===== config.mk =====
export PLATFORM = sky130hd
export DESIGN_NAME = mwe_ctrl
export DESIGN_NICKNAME = d
export VERILOG_FILES = /design/src/rtl/mwe_pkg.sv /design/src/rtl/mwe_tick.sv /design/src/rtl/mwe_frame.sv /design/src/rtl/mwe_ctrl.sv
export SDC_FILE = /design/constraint.sdc
export NUM_CORES = 1
export LEC_CHECK = 0
export ABC_AREA = 1
export BUFFER_PORTS_ARGS = -buffer_cell sky130_fd_sc_hd__buf_2
export CAP_MARGIN = 20
export CORE_MARGIN = 5
export CORE_UTILIZATION = 60
export DETAILED_ROUTE_END_ITERATION = 8
export GPL_TIMING_DRIVEN = 0
export PLACE_DENSITY = 0.92
export SYNTH_ARGS = -nofsm -noshare
export SYNTH_HDL_FRONTEND = slang
export SYNTH_SLANG_ARGS = --single-unit

===== constraint.sdc =====
create_clock -name clk -period 5.8 [get_ports clk]
set_input_delay 1.16 -clock clk [delete_from_list [all_inputs] [get_ports clk]]
set_output_delay 1.16 -clock clk [all_outputs]
set_load 0.02 [all_outputs]

===== src/rtl/mwe_pkg.sv =====
package mwe_pkg;

    localparam int FRAME_W = 11;
    localparam int ADDR_W  = 6;
    localparam int CODE_W  = FRAME_W - ADDR_W;
    localparam int WORD_W  = 16;
    localparam int BIT_W   = $clog2(WORD_W > FRAME_W ? WORD_W : FRAME_W);

    localparam logic [CODE_W-1:0] CODE_READ  = 5'b10110;
    localparam logic [CODE_W-1:0] CODE_WRITE = 5'b10101;
    localparam logic [CODE_W-1:0] CODE_WEN   = 5'b10011;
    localparam logic [CODE_W-1:0] CODE_WDS   = 5'b10000;

    typedef enum logic [1:0] {
        OP_READ  = 2'd0,
        OP_WRITE = 2'd1,
        OP_WEN   = 2'd2,
        OP_WDS   = 2'd3
    } op_t;

    typedef enum logic [2:0] {
        S_IDLE, S_SEL, S_CMD, S_WDAT, S_RDAT, S_DESEL, S_POLL, S_DONE
    } state_t;

    typedef enum logic [2:0] {
        PH_ONE, PH_WEN, PH_WR, PH_POLL, PH_WDS
    } phase_t;

endpackage


===== src/rtl/mwe_tick.sv =====
module mwe_tick #(
    parameter int LIMIT = 4
) (
    input  logic clk,
    input  logic rst_n,
    input  logic run,
    output logic tick
);

    localparam int CW = (LIMIT > 1) ? $clog2(LIMIT) : 1;

    logic [CW-1:0] cnt;

    assign tick = run && (cnt == CW'(LIMIT - 1));

    always_ff @(posedge clk or negedge rst_n) begin
        if (!rst_n)
            cnt <= '0;
        else if (!run || tick)
            cnt <= '0;
        else
            cnt <= cnt + 1'b1;
    end

endmodule


===== src/rtl/mwe_frame.sv =====
module mwe_frame
    import mwe_pkg::*;
(
    input  phase_t              phase,
    input  op_t                 op,
    input  logic [ADDR_W-1:0]   addr,
    output logic [FRAME_W-1:0]  frame
);

    localparam logic [ADDR_W-1:0] NO_ADDR = {ADDR_W{1'b0}};

    always_comb begin
        unique case (phase)
            PH_WEN:  frame = {CODE_WEN, NO_ADDR};
            PH_WDS:  frame = {CODE_WDS, NO_ADDR};
            PH_WR:   frame = {CODE_WRITE, addr};
            default: begin
                unique case (op)
                    OP_READ:  frame = {CODE_READ, addr};
                    OP_WRITE: frame = {CODE_WRITE, addr};
                    OP_WEN:   frame = {CODE_WEN, NO_ADDR};
                    default:  frame = {CODE_WDS, NO_ADDR};
                endcase
            end
        endcase
    end

endmodule


===== src/rtl/mwe_ctrl.sv =====
module mwe_ctrl
    import mwe_pkg::*;
#(
    parameter int HALF_CYC = 4,
    parameter int POLL_CYC = 12500,
    parameter int POLL_MAX = 200
) (
    input  logic              clk,
    input  logic              rst_n,
    input  logic              start,
    input  logic [1:0]        op,
    input  logic [ADDR_W-1:0] addr,
    input  logic [WORD_W-1:0] wdata,
    output logic [WORD_W-1:0] rdata,
    output logic              busy,
    output logic              done,
    output logic              err,
    output logic              ee_cs,
    output logic              ee_sck,
    output logic              ee_do,
    input  logic              ee_di
);

    localparam int PCW = (POLL_MAX > 1) ? $clog2(POLL_MAX) : 1;
    localparam logic [PCW-1:0] POLL_LAST = PCW'(POLL_MAX - 1);

    state_t              state, n_state;
    phase_t              phase, n_phase;
    logic [1:0]          step, n_step;
    logic [BIT_W-1:0]    bitn, n_bit;
    logic [PCW-1:0]      polls, n_polls;
    op_t                 op_q;
    logic [ADDR_W-1:0]   addr_q;
    logic [WORD_W-1:0]   wdata_q;
    logic [WORD_W-1:0]   rsh;
    logic [FRAME_W-1:0]  frame;
    logic                htick, ptick, adv, timeout;

    mwe_tick #(.LIMIT(HALF_CYC)) u_half (
        .clk  (clk),
        .rst_n(rst_n),
        .run  (state inside {S_SEL, S_CMD, S_WDAT, S_RDAT, S_DESEL}),
        .tick (htick)
    );

    mwe_tick #(.LIMIT(POLL_CYC)) u_poll (
        .clk  (clk),
        .rst_n(rst_n),
        .run  (state == S_POLL),
        .tick (ptick)
    );

    mwe_frame u_frame (
        .phase(phase),
        .op   (op_q),
        .addr (addr_q),
        .frame(frame)
    );

    assign busy    = (state != S_IDLE);
    assign done    = (state == S_DONE);
    assign rdata   = rsh;
    assign timeout = (state == S_POLL) && ptick && !ee_di && (polls == POLL_LAST);

    // next-state logic
    always_comb begin
        n_state = state;
        n_phase = phase;
        n_step  = step;
        n_bit   = bitn;
        n_polls = polls;
        adv     = 1'b0;
        unique case (state)
            S_IDLE: if (start) begin
                adv     = 1'b1;
                n_state = S_SEL;
                n_step  = 2'd0;
                n_phase = (op_t'(op) == OP_WRITE) ? PH_WEN : PH_ONE;
            end
            S_SEL: if (htick) begin
                adv = 1'b1;
                if (step == 2'd2) begin
                    n_step = 2'd0;
                    if (phase == PH_POLL) begin
                        n_state = S_POLL;
                        n_polls = '0;
                    end else begin
                        n_state = S_CMD;
                        n_bit   = BIT_W'(FRAME_W - 1);
                    end
                end else
                    n_step = step + 2'd1;
            end
            S_CMD, S_WDAT, S_RDAT: if (htick) begin
                adv = 1'b1;
                if (step == 2'd0)
                    n_step = 2'd1;
                else begin
                    n_step = 2'd0;
                    if (bitn != '0)
                        n_bit = bitn - 1'b1;
                    else if (state == S_CMD && phase == PH_WR) begin
                        n_state = S_WDAT;
                        n_bit   = BIT_W'(WORD_W - 1);
                    end else if (state == S_CMD && phase == PH_ONE && op_q == OP_READ) begin
                        n_state = S_RDAT;
                        n_bit   = BIT_W'(WORD_W - 1);
                    end else
                        n_state = S_DESEL;
                end
            end
            S_POLL: if (ptick) begin
                if (ee_di || polls == POLL_LAST) begin
                    adv     = 1'b1;
                    n_state = S_DESEL;
                    n_step  = 2'd0;
                end else
                    n_polls = polls + 1'b1;
            end
            S_DESEL: if (htick) begin
                adv = 1'b1;
                if (step == 2'd2) begin
                    n_step = 2'd0;
                    unique case (phase)
                        PH_WEN:  begin n_phase = PH_WR;   n_state = S_SEL; end
                        PH_WR:   begin n_phase = PH_POLL; n_state = S_SEL; end
                        PH_POLL: begin n_phase = PH_WDS;  n_state = S_SEL; end
                        default: n_state = S_DONE;
                    endcase
                end else
                    n_step = step + 2'd1;
            end
            S_DONE:  n_state = S_IDLE;
            default: n_state = S_IDLE;
        endcase
    end

    // state register
    always_ff @(posedge clk or negedge rst_n) begin
        if (!rst_n) begin
            state   <= S_IDLE;
            phase   <= PH_ONE;
            step    <= 2'd0;
            bitn    <= '0;
            polls   <= '0;
            op_q    <= OP_READ;
            addr_q  <= '0;
            wdata_q <= '0;
            err     <= 1'b0;
        end else begin
            state <= n_state;
            phase <= n_phase;
            step  <= n_step;
            bitn  <= n_bit;
            polls <= n_polls;
            if (state == S_IDLE && start) begin
                op_q    <= op_t'(op);
                addr_q  <= addr;
                wdata_q <= wdata;
                err     <= 1'b0;
            end else if (timeout)
                err <= 1'b1;
        end
    end

    // pin and capture register
    always_ff @(posedge clk or negedge rst_n) begin
        if (!rst_n) begin
            ee_cs  <= 1'b0;
            ee_sck <= 1'b1;
            ee_do  <= 1'b0;
            rsh    <= '0;
        end else if (adv) begin
            if (state == S_RDAT && step == 2'd1)
                rsh <= {rsh[WORD_W-2:0], ee_di};
            unique case (n_state)
                S_SEL: begin
                    unique case (n_step)
                        2'd0: begin ee_cs <= 1'b0; ee_sck <= 1'b0; ee_do <= 1'b0; end
                        2'd1: ee_cs <= 1'b1;
                        default: ee_sck <= 1'b1;
                    endcase
                end
                S_CMD: begin
                    if (n_step == 2'd0) begin ee_sck <= 1'b0; ee_do <= frame[n_bit]; end
                    else ee_sck <= 1'b1;
                end
                S_WDAT: begin
                    if (n_step == 2'd0) begin ee_sck <= 1'b0; ee_do <= wdata_q[n_bit]; end
                    else ee_sck <= 1'b1;
                end
                S_RDAT: ee_sck <= (n_step != 2'd0);
                S_DESEL: begin
                    unique case (n_step)
                        2'd0: begin ee_sck <= 1'b0; ee_do <= 1'b0; end
                        2'd1: ee_cs <= 1'b0;
                        default: ee_sck <= 1'b1;
                    endcase
                end
                default: ;
            endcase
        end
    end

    AST_SEL_QUIET: assert property (@(posedge clk) disable iff (!rst_n)
        $rose(ee_cs) |-> (!ee_sck && !ee_do)) else $error("select with sck/do high");
    AST_DESEL_LOW: assert property (@(posedge clk) disable iff (!rst_n)
        $fell(ee_cs) |-> (!ee_sck && !ee_do)) else $error("deselect with sck/do high");
    AST_DO_SCK_LOW: assert property (@(posedge clk) disable iff (!rst_n)
        !$stable(ee_do) |-> !ee_sck) else $error("data moved while sck high");
    AST_DONE_PULSE: assert property (@(posedge clk) disable iff (!rst_n)
        done |=> !done) else $error("done longer than one cycle");
    AST_DONE_BUSY: assert property (@(posedge clk) disable iff (!rst_n)
        done |-> busy) else $error("done without busy");
    AST_IDLE_NO_CS: assert property (@(posedge clk) disable iff (!rst_n)
        !busy |-> !ee_cs) else $error("cs high while idle");
    AST_ERR_FROM_POLL: assert property (@(posedge clk) disable iff (!rst_n)
        $rose(err) |-> ($past(state) == S_POLL)) else $error("err set outside poll");

endmodule


==> results.ini, run 1 <==
[run_status]
status=finished, final reports clean

[worst_setup_path]
critPathRequiredTime_ns=4.64
cp-end-kind=output port
worst_setup_path_start_kind=flip-flop
crit_arrival_ns=1.41
crit_path_start=state[0]
r2r-end=ee_do
reg2regPathDepth=17
critPathCapture=busy
reg2reg_from=phase[2]
critPathMaxFanout=7
r2r_slack_ns=3.34
critPathKind=reg -> out

[clock_network]
cts_tree=done
cts-root-buf=clkbuf_8
clockBufferDepth=2
clk_pin_slew_ns=0.08
post_cts_buffers=0
cts_resized=0
numCtsBuffers=9
clock-sinks=80
worstSkewPairLatency_ns=0.36
htree_levels=3
holdBufCountCts=0

[pwr]
total_power_mw=1.737
p_leak_nw=2.601
cellPowerDensity_nw_per_um2=348.8
vdd_drop_max_mv=0.1930

[synth]
synth.area.top_cells=dfrtp_1 (45%), nand2_1 (15%), inv_1 (6.1%)
ys_ff_latch=80
synth-adder-area-share_pct=2.562
yosys_most_used_dff=dfrtp_1
syn-num-nets=628
avgSynthCellArea_um2=7.437
synth_top_area_share_pct=44.98
ys_types=42
syn_inst=591
synth.largest_area_cell=dfrtp_1
seq_area_frac_synth_pct=45.57
synth_edf_count=0
yosys.area_share.simple_pct=33.62
synthesis.area_um2=4395
synth_mux_area_share_pct=0.2562
ys_warn_count=0
netlist_top_cells_count=nand2_1 (173), dfrtp_1 (79), inv_1 (72), nor2_1 (70), nand3_1 (45)
synth_xor_area_share_pct=0.7970
yosysMostFrequentCell=nand2_1
synth_compound_area_share_pct=9.593
synthArstFlopShare_pct=100.0
synth_top_family_by_area=simple AND/OR/NAND/NOR gates

[sta]
tightest_slew_ns=0.6817
hold_viol_final=0
slew_headroom_pct=54.16
period_share_pct=44.25
rsz0062_at_grt=false
finalSetupViolations=0
drv_slew=0
skew_ns=0.01062
hold_ws_ns=0.4720
fin_setup_tns_ns=0
min_period_ns=2.567
clock.fmax_ghz=0.3896

[placement]
dp.cells=740
io_buffer_count=49
gp_congestion=0.9052
hpwl_um=7411

[global_routing]
antenna_found_initial=0
grt_use_total_pct=24.60
grt_pass1_wl_um=17740
grt_pass1_vias=4114
grt_overflow=0
grt_max_degree=46

[route]
num_vias=4134
drc=0
first_iter_violations=372
ant_nets=0
postRouteWirelength_um=10060
first_pass_iters=6
wl_per_cell_um=13.33
avgViaCountPerCell=5.475

[floorplan]
initial_core_util_pct=61.26
die_h_um=95.59
die_area_um2=9137
fp.dieW_um=95.59
rows=31
pin_count=50
coreArea_um2=7176

[final_layout]
antenna_cells=0
fin_cells=755
final_net_count=689
area_growth_pct=13.32
drive_above_1_share_pct=13.41

[worst_hold_path]
min_path_type=reg -> reg

[run]
drv_cap=0

-- registers in the layout (all words and copies together), names as in the netlist, 2 cells and up --
signal and flops:
polls 8, u_poll.cnt 14, bitn 4, state 3, wdata_q 16, addr_q 6, u_half.cnt 2, phase 3
step 2, op_q 2, rdata 16
-- cells by family after synthesis --
group,Yosys count
AND/OR/NAND/NOR,337
AO/OA/AOI/OAI,74
XOR/XNOR,4
flip-flops,80
adder cells (fa/ha/maj),9
buffers and inverters,86
multiplexers,1
-- critical path, cell delays in order, from the launching register on --
cell and delay (ns):
dfrtp_1 0.36, buf_4 0.17, nor2_1 0.21, nand2_2 0.13, buf_2 0.18
-- layer usage --
layer  GRT usage (%)  part of all wire (%)  up-vias
li1                -                     -     2028
met1           30.60                    42     1914
met2           40.71                    47      159
met3           4.893                   7.1       33
met4           12.09                   3.1        0
met5          0.5952                     0        -
-- area by class of cell --
class                   instances  area (µm²)
fillers                       545        2195
multi-input cells             425        2058
flip-flops and latches         80        2003
inverters                      75       281.5
repair buffers                 50       267.8
clock buffers                  10       137.6
well taps                      99       123.9
clock inverters                 5       56.30
plain buffers                  11       52.55
-- cell usage in the layout, fill, tap and decap left out, drive strengths merged --
cell / count
ha: 9
o21a: 1
o22ai: 3
nor3b: 8
clkbuf: 19
a21o: 1
and3: 1
clkinvlp: 1
nand3b: 3
o21ai: 37
a21oi: 23
nand4: 8
nor3: 15
o31ai: 1
nand2: 176
buf: 52
clkinv: 2
o211ai: 3
o221ai: 1
a22o: 1
dfstp: 1
a221oi: 1
a31oi: 2
xor2: 4
dfrtp: 79
nor4: 2
inv: 76
mux2: 1
nand3: 48
or2: 1
nor2: 75
bufinv: 1
-- where the power goes --
part           internal (mW)  switching (mW)
registers              0.665          0.0621
clock network          0.208           0.201
logic                  0.203           0.398
total                   1.08           0.662
-- through the flow --
step                setup WS, ns  instance area (µm²)  utilization, %
floorplan                  3.459                 4395               -
global placement           3.070                 4765           66.40
detailed placement         3.075                 4787           66.71
CTS                        3.234                 4981           69.42
global route               3.010                 4981           69.42
finish                     3.233                 4981           69.42
-- worst min-delay path by stage --
stage	to	from	slack, ns	cells after the start
6_report	u_half.cnt[0]	u_half.cnt[0]	0.47	1
3_5_place_dp	u_half.cnt[0]	u_half.cnt[0]	0.44	1
2_1_floorplan	u_half.cnt[0]	u_half.cnt[0]	0.41	1
5_1_grt	u_half.cnt[0]	u_half.cnt[0]	0.47	1
4_1_cts	u_half.cnt[0]	u_half.cnt[0]	0.47	1
3_3_place_gp	u_half.cnt[0]	u_half.cnt[0]	0.42	1
Power figures use the tool's default switching activity.
==> inputs of run 2 (changes only) <==
ABC_AREA = 0   (was 1)
CORE_UTILIZATION = 53   (was 60)
PLACE_DENSITY = 0.87   (was 0.92)
clock period = 2.3 ns   (was 5.8 ns; I/O delays follow)
==> run 2 against run 1 <==
  * The flow now finishes with violations (negative setup slack)
  * Cell area grew 3.8%
  * Non-clock buffer count increased by 28
  * Sequential share of layout area is 1.5 points lower
  * Clock power grew to 2.6 times the previous value
  * Via count decreased by 14%
  * Synthesized cell count is 25% lower
  * Worst setup slack worse by 4.0 ns
  * Critical endpoint is now rdata[13]
  * Largest cell class unchanged
  * Highest routed layer unchanged
==> results.ini, run 2 <==
[worst_setup_path]
critPathRequiredTime_ns=2.54  ; -2.10 ns
worst_setup_path_start_kind=flip-flop
path_buf_inv=1  ; -1
reg2reg_from=u_poll.cnt[0]
reg2regPathDepth=9  ; -8
r2r_slack_ns=-0.75  ; -4.09 ns
critPathMaxFanout=5  ; -2
critPathKind=reg -> reg
r2r-end=rdata[13]
critical_path.top_delay_family=simple AND/OR/NAND/NOR gates
cp-end-kind=flip-flop
slowest_delay_ns=0.57  ; +0.21 ns
slowest_stage=or4_4
cpMostUsedCell=or4_4
crit_chain=ha_4 > or4b_4 > or4_4 > nor3_4 > and2b_4 > o22ai_4 > or4_4 > buf_12 > mux2_4
crit_arrival_ns=3.29  ; +1.88 ns

[global_routing]
grt_pass1_wl_um=16730  ; -5.7%
grt_pass1_vias=3613  ; -12%
grt_max_degree=73  ; +59%
grt_use_total_pct=20.96  ; -3.6 points
grt_overflow=0  ; unchanged
antenna_found_initial=0  ; unchanged

[synth]
avgSynthCellArea_um2=9.378  ; +26%
ys_ff_latch=80  ; unchanged
syn_inst=446  ; -25%
synthesis.area_um2=4183  ; -4.8%
synth_compound_area_share_pct=10.35  ; +0.76 points
synth_top_family_by_area=simple AND/OR/NAND/NOR gates
synth.largest_area_cell=dfrtp_1
ys_types=61  ; +45%
netlist_top_cells_count=nand2_1 (103), dfrtp_1 (79), nor2_1 (45), o21ai_0 (19), nand3_1 (14)
ys_warn_count=0  ; unchanged
seq_area_frac_synth_pct=47.89  ; +2.3 points
yosys.area_share.simple_pct=24.29  ; -9.3 points
synth_mux_area_share_pct=7.389  ; +7.1 points
synthArstFlopShare_pct=100.0  ; unchanged
yosysMostFrequentCell=nand2_1
syn-num-nets=483  ; -23%
synth-adder-area-share_pct=2.692  ; +0.13 points
synth_top_area_share_pct=47.26  ; +2.3 points
synth_edf_count=0  ; unchanged
synth.area.top_cells=dfrtp_1 (47%), nand2_1 (9.2%), nor2_1 (4.0%)
yosys_most_used_dff=dfrtp_1
synth_xor_area_share_pct=3.769  ; +3.0 points

[pwr]
sequentialPowerShare_pct=35.6  ; -6.2 points
swShare_pct=40.91  ; +2.8 points
comb_power_share_pct=45.6  ; +11 points
clkPwrFrac_pct=18.8  ; -4.8 points
power.switching_mw=2.329  ; +250%
vdd_drop_max_mv=0.6430  ; +230%
power_report.internal_total_mw=3.364  ; +210%
p_leak_nw=2.496  ; -4.1%
cellPowerDensity_nw_per_um2=1101  ; +220%

[clock_network]
clk_pin_slew_ns=0.09  ; about the same
htree_levels=3  ; unchanged
numCtsBuffers=9  ; unchanged
worstSkewPairLatency_ns=0.37  ; about the same
clock-sinks=80  ; unchanged
clockBufferDepth=2  ; unchanged
cts-root-buf=clkbuf_8
cts_tree=done

[placement]
io_buffer_count=49  ; unchanged
hpwl_um=6654  ; -10%
gp_congestion=0.8500  ; -6.1%

[sta]
rsz0062_at_grt=true
tightest_slew_ns=0.5327  ; -0.1490 ns
period_share_pct=132.7
slew_headroom_pct=64.35  ; +10 points
fin_setup_tns_ns=-16.91  ; -16.91 ns
clock.fmax_ghz=0.3276
setup_ws_ns=-0.7525  ; -3.986 ns
skew_ns=0.01735  ; +0.006729 ns
drv_slew=0  ; unchanged
min_period_ns=3.052
hold_viol_final=0  ; unchanged
finalSetupViolations=31  ; +31

[route]
avgViaCountPerCell=5.637  ; +2.9%
postRouteWirelength_um=9972  ; -0.91%
num_vias=3568  ; -14%
first_pass_iters=5  ; -1
drc=0  ; unchanged
first_iter_violations=242  ; -35%
ant_nets=0  ; unchanged
wl_per_cell_um=15.75  ; +18%

[floorplan]
coreArea_um2=7687  ; +7.1%
die_h_um=98.84  ; +3.4%
rows=32  ; +3.2%
die_area_um2=9768  ; +6.9%
pin_count=50  ; unchanged
fp.dieW_um=98.84  ; +3.4%
initial_core_util_pct=54.41  ; -6.8 points

[worst_hold_path]
hold_path_end=wdata_q[1]
min_path_type=in -> reg
min_from=wdata[1]
hold_depth=3  ; +2

[final_layout]
final_net_count=563  ; -18%
antenna_cells=0  ; unchanged
final_cell_mix=nand2_1 (101), dfrtp_1 (79), buf_2 (49)
area_growth_pct=23.60
utilization_pct=67.25  ; -2.2 points
drive_above_1_share_pct=27.50  ; +14 points
final_common_cell=nand2_1

[run_status]
failed_checks=negative setup slack
status=finished with violations

[run]
drv_cap=0  ; unchanged

run 2: logic make-up (layout without fill, tap and decap cells):
| kind of cell | after synthesis | after routing |
|---|---|---|
| adders and majority gates | 9 | 9 |
| muxes | 26 | 26 |
| AOI/OAI and AO/OA | 63 | 63 |
| and+or+nand+nor | 217 | 217 |
| DFF | 80 | 80 |
| buffers and inverters | 33 | 118 |
| xor gates and xnor gates | 18 | 18 |
run 2: worst max path at each step:
stage / from / to / slack [ns] / cells after the start
2_1_floorplan: u_poll.cnt[0] / rdata[10] / -0.81 / 10
3_3_place_gp: u_poll.cnt[0] / rdata[14] / -0.95 / 10
3_5_place_dp: u_poll.cnt[0] / rdata[12] / -0.99 / 10
4_1_cts: u_poll.cnt[0] / rdata[13] / -0.70 / 9
5_1_grt: u_poll.cnt[0] / rdata[2] / -0.83 / 9
6_report: u_poll.cnt[0] / rdata[13] / -0.75 / 9
run 2: what timing repair did:
action | 4_1_cts | 5_1_grt
setup endpoints to repair | 40 | 62
endpoints found under the hold margin | 8 | 0
buffers inserted | 18 | 4
cloned | 1 | 0
pin swaps | 15 | 5
gates resized for setup | 29 | 15
hold buffers | 1 | 0
run 2: tightest hold or removal path, delay by kind of cell:
family | cells | cell delay (ns)
buffers and inverters | 1 | 0.07
AND/OR/NAND/NOR | 2 | 0.08
run 2: area by class of cell:
class / instances / area (µm²)
sequential: 80 / 2003
fill: 596 / 2517
tap: 102 / 127.6
clock inverter: 7 / 80.08
multi-input combinational: 333 / 2187
buffer: 17 / 121.4
inverter: 13 / 48.80
timing repair buffer: 72 / 478.0
clock buffer: 9 / 123.9
run 2: per-stage QoR:
stage	instance area [µm²]	power, mW	worst slack (ns)	cells	hold WS (ns)
global placement	4619	4.109	-0.9471	597	0.4256
global route	5170	6.081	-0.8288	633	0.2711
finish	5170	5.694	-0.7525	633	0.2859
CTS	5129	5.609	-0.6959	632	0.2736
floorplan	4247	3.688	-0.8106	446	0.1644
detailed placement	4649	4.269	-0.9858	598	0.3004
run 2: layer usage:
| layer | vias up | part of all wire (%) | wire [µm] | GRT usage [%] |
|---|---|---|---|---|
| met5 | - | 0 | 0 | 0 |
| met4 | 0 | 1.5 | 154 | 7.458 |
| met3 | 22 | 6.2 | 619 | 4.883 |
| met2 | 140 | 50 | 4994 | 36.36 |
| met1 | 1706 | 42 | 4203 | 25.45 |
| li1 | 1700 | - | - | - |
run 2: power groups by stage:
stage / Sequential [mW] / Clock, mW / Combinational, mW
after floorplan: 1.98 / 0 / 1.71
after global placement: 2.00 / 0 / 2.11
after detailed placement: 2.03 / 0 / 2.24
after CTS: 2.00 / 1.09 / 2.52
after global routing: 2.07 / 1.15 / 2.86
final: 2.03 / 1.07 / 2.60
==> inputs of run 3 (changes only) <==
MAX_ROUTING_LAYER = met4   (was not set)
==> run 3 against run 2 <==
  * The run still ends with negative setup slack left
  * Register-to-register slack is essentially flat
  * Clock power is essentially flat
  * Cell area is the same
  * Wire length grew 0.54%
  * First-iteration DRC count grew 4.5%
  * Die area is the same
  * Critical path depth is the same
  * Final cell count is the same
  * Combinational power is essentially flat
  * Critical endpoint unchanged
  * Largest cell class unchanged
  * Largest power group unchanged
  * Highest routed layer unchanged
==> results.ini, run 3 (synthesis gave the netlist of run 2 again) <==
[pwr]
cellPowerDensity_nw_per_um2=1102  ; about the same
p_leak_nw=2.496  ; unchanged
vdd_drop_max_mv=0.6432  ; about the same

[sta]
setup_ws_ns=-0.7574  ; -0.004904 ns
finalSetupViolations=31  ; unchanged
tightest_slew_ns=0.5441  ; +0.01140 ns
period_share_pct=132.9  ; +0.21 points
hold_viol_final=0  ; unchanged
min_period_ns=3.057  ; +0.004904 ns
drv_slew=0  ; unchanged
hold_ws_ns=0.2860  ; +0.0001000 ns
rsz0062_at_grt=true
clock.fmax_ghz=0.3271  ; -0.16%
skew_ns=0.01532  ; -0.002032 ns
fin_setup_tns_ns=-17.19  ; -0.2801 ns
slew_headroom_pct=63.59  ; -0.76 points

[final_layout]
nFillCells=596  ; unchanged
regArea_um2=2003  ; unchanged
drive_above_1_share_pct=27.50  ; unchanged
area_growth_pct=23.60  ; unchanged
final_net_count=563  ; unchanged
final_common_cell=nand2_1
final_cell_mix=nand2_1 (101), dfrtp_1 (79), buf_2 (49)
final_area_um2=5170  ; unchanged
multiInputGateArea_um2=2187  ; unchanged
antenna_cells=0  ; unchanged

[worst_setup_path]
cpMostUsedCell=or4_4
worst_setup_path_start_kind=flip-flop
crit_chain=ha_4 > or4b_4 > or4_4 > nor3_4 > and2b_4 > o22ai_4 > or4_4 > buf_12 > mux2_4
critPathMaxFanout=5  ; unchanged
critPathRequiredTime_ns=2.54  ; about the same
crit_arrival_ns=3.30  ; about the same
path_buf_inv=1  ; unchanged
slowest_stage=or4_4
critPathKind=reg -> reg
critical_path.top_delay_family=simple AND/OR/NAND/NOR gates
cp-end-kind=flip-flop
slowest_delay_ns=0.57  ; about the same

[run]
drv_cap=0  ; unchanged

[route]
ant_nets=0  ; unchanged
avgViaCountPerCell=5.649  ; +0.22%
wl_per_cell_um=15.84  ; +0.54%
postRouteWirelength_um=10030  ; +0.54%
first_iter_violations=253  ; +4.5%
first_pass_iters=5  ; unchanged
drc=0  ; unchanged
num_vias=3576  ; +0.22%

[floorplan]
die_h_um=98.84  ; unchanged
pin_count=50  ; unchanged
fp.dieW_um=98.84  ; unchanged
initial_core_util_pct=54.41  ; unchanged
die_area_um2=9768  ; unchanged
rows=32  ; unchanged
coreArea_um2=7687  ; unchanged

[run_status]
status=finished with violations
failed_checks=negative setup slack

[global_routing]
grt_overflow=0  ; unchanged
grt_pass1_wl_um=16690  ; -0.20%
grt_max_degree=73  ; unchanged
grt_use_total_pct=21.54  ; +0.58 points
antenna_found_initial=0  ; unchanged
grt_pass1_vias=3629  ; +0.44%

[worst_hold_path]
min_path_type=in -> reg

[clock_network]
htree_levels=3  ; unchanged
clockBufferDepth=2  ; unchanged
clock-sinks=80  ; unchanged
worstSkewPairLatency_ns=0.36  ; about the same
cts_tree=done
clk_pin_slew_ns=0.09  ; about the same
numCtsBuffers=9  ; unchanged
cts-root-buf=clkbuf_8

[placement]
io_buffer_count=49  ; unchanged
gp_congestion=0.8634  ; +1.6%
hpwl_um=6654  ; unchanged
dp_slack_ns=-0.9858  ; unchanged
placed_area_um2=4649  ; unchanged

-- run 3: power breakdown --
group	internal (mW)	switching (mW)	leakage [nW]	total (mW)
Sequential	1.74	0.285	1.05	2.03
Clock	0.514	0.557	0.102	1.07
Combinational	1.11	1.49	1.34	2.60
Total	3.36	2.33	2.50	5.70
-- run 3: path summary, 6_finish.rpt --
path	from	endpoint	slack, ns	cells after the start
max in group asynchronous	rst_n	ee_sck	1.23	3
min reg2reg	u_half.cnt[0]	u_half.cnt[0]	0.45	1
min in group asynchronous	rst_n	u_poll.cnt[6]	0.47	2
max reg2reg	u_poll.cnt[0]	rdata[13]	-0.76	9
min	wdata[1]	wdata_q[1]	0.29	3
max	u_poll.cnt[0]	rdata[13]	-0.76	9
-- run 3: worst register-to-register path, cell delays in order (launching register included) --
cell and delay [ns]:
dfrtp_1 0.41, ha_4 0.16, or4b_4 0.45, or4_4 0.57
nor3_4 0.15, and2b_4 0.19, o22ai_4 0.06, or4_4 0.49
buf_12 0.17, mux2_4 0.29
-- run 3: final cells by class --
| cell class | count | area share [%] |
|---|---|---|
| Sequential cell | 80 | 38.75 |
| Tap cell | 102 | 2.469 |
| Multi-Input combinational cell | 333 | 42.30 |
| Clock inverter | 7 | 1.549 |
| Timing Repair Buffer | 72 | 9.245 |
| Inverter | 13 | 0.9439 |
| Clock buffer | 9 | 2.396 |
| Buffer | 17 | 2.348 |
-- run 3: routing by layer --
| metal | vias to the layer above | share of wire [%] | GRT usage (%) |
|---|---|---|---|
| met4 | 0 | 1.4 | 7.878 |
| met3 | 14 | 5.5 | 4.671 |
| met5 | - | 0 | - |
| met2 | 119 | 51 | 36.21 |
| met1 | 1742 | 43 | 25.40 |
| li1 | 1701 | - | - |
-- run 3: what timing repair did --
action,CTS,global route
hold buffers,1,0
buffers inserted,18,4
resized for setup,29,15
gates cloned,1,0
endpoints found under the hold margin,8,0
pin swaps,15,5
endpoints found under the setup margin,40,64
-- run 3: metrics by stage --
| stage | power, mW | utilization (%) | instances |
|---|---|---|---|
| after floorplan | 3.688 | - | 446 |
| after detailed placement | 4.269 | 60.48 | 598 |
| after global placement | 4.109 | 60.09 | 597 |
| after global routing | 6.080 | 67.25 | 633 |
| final | 5.695 | 67.25 | 633 |
| after CTS | 5.609 | 66.72 | 632 |
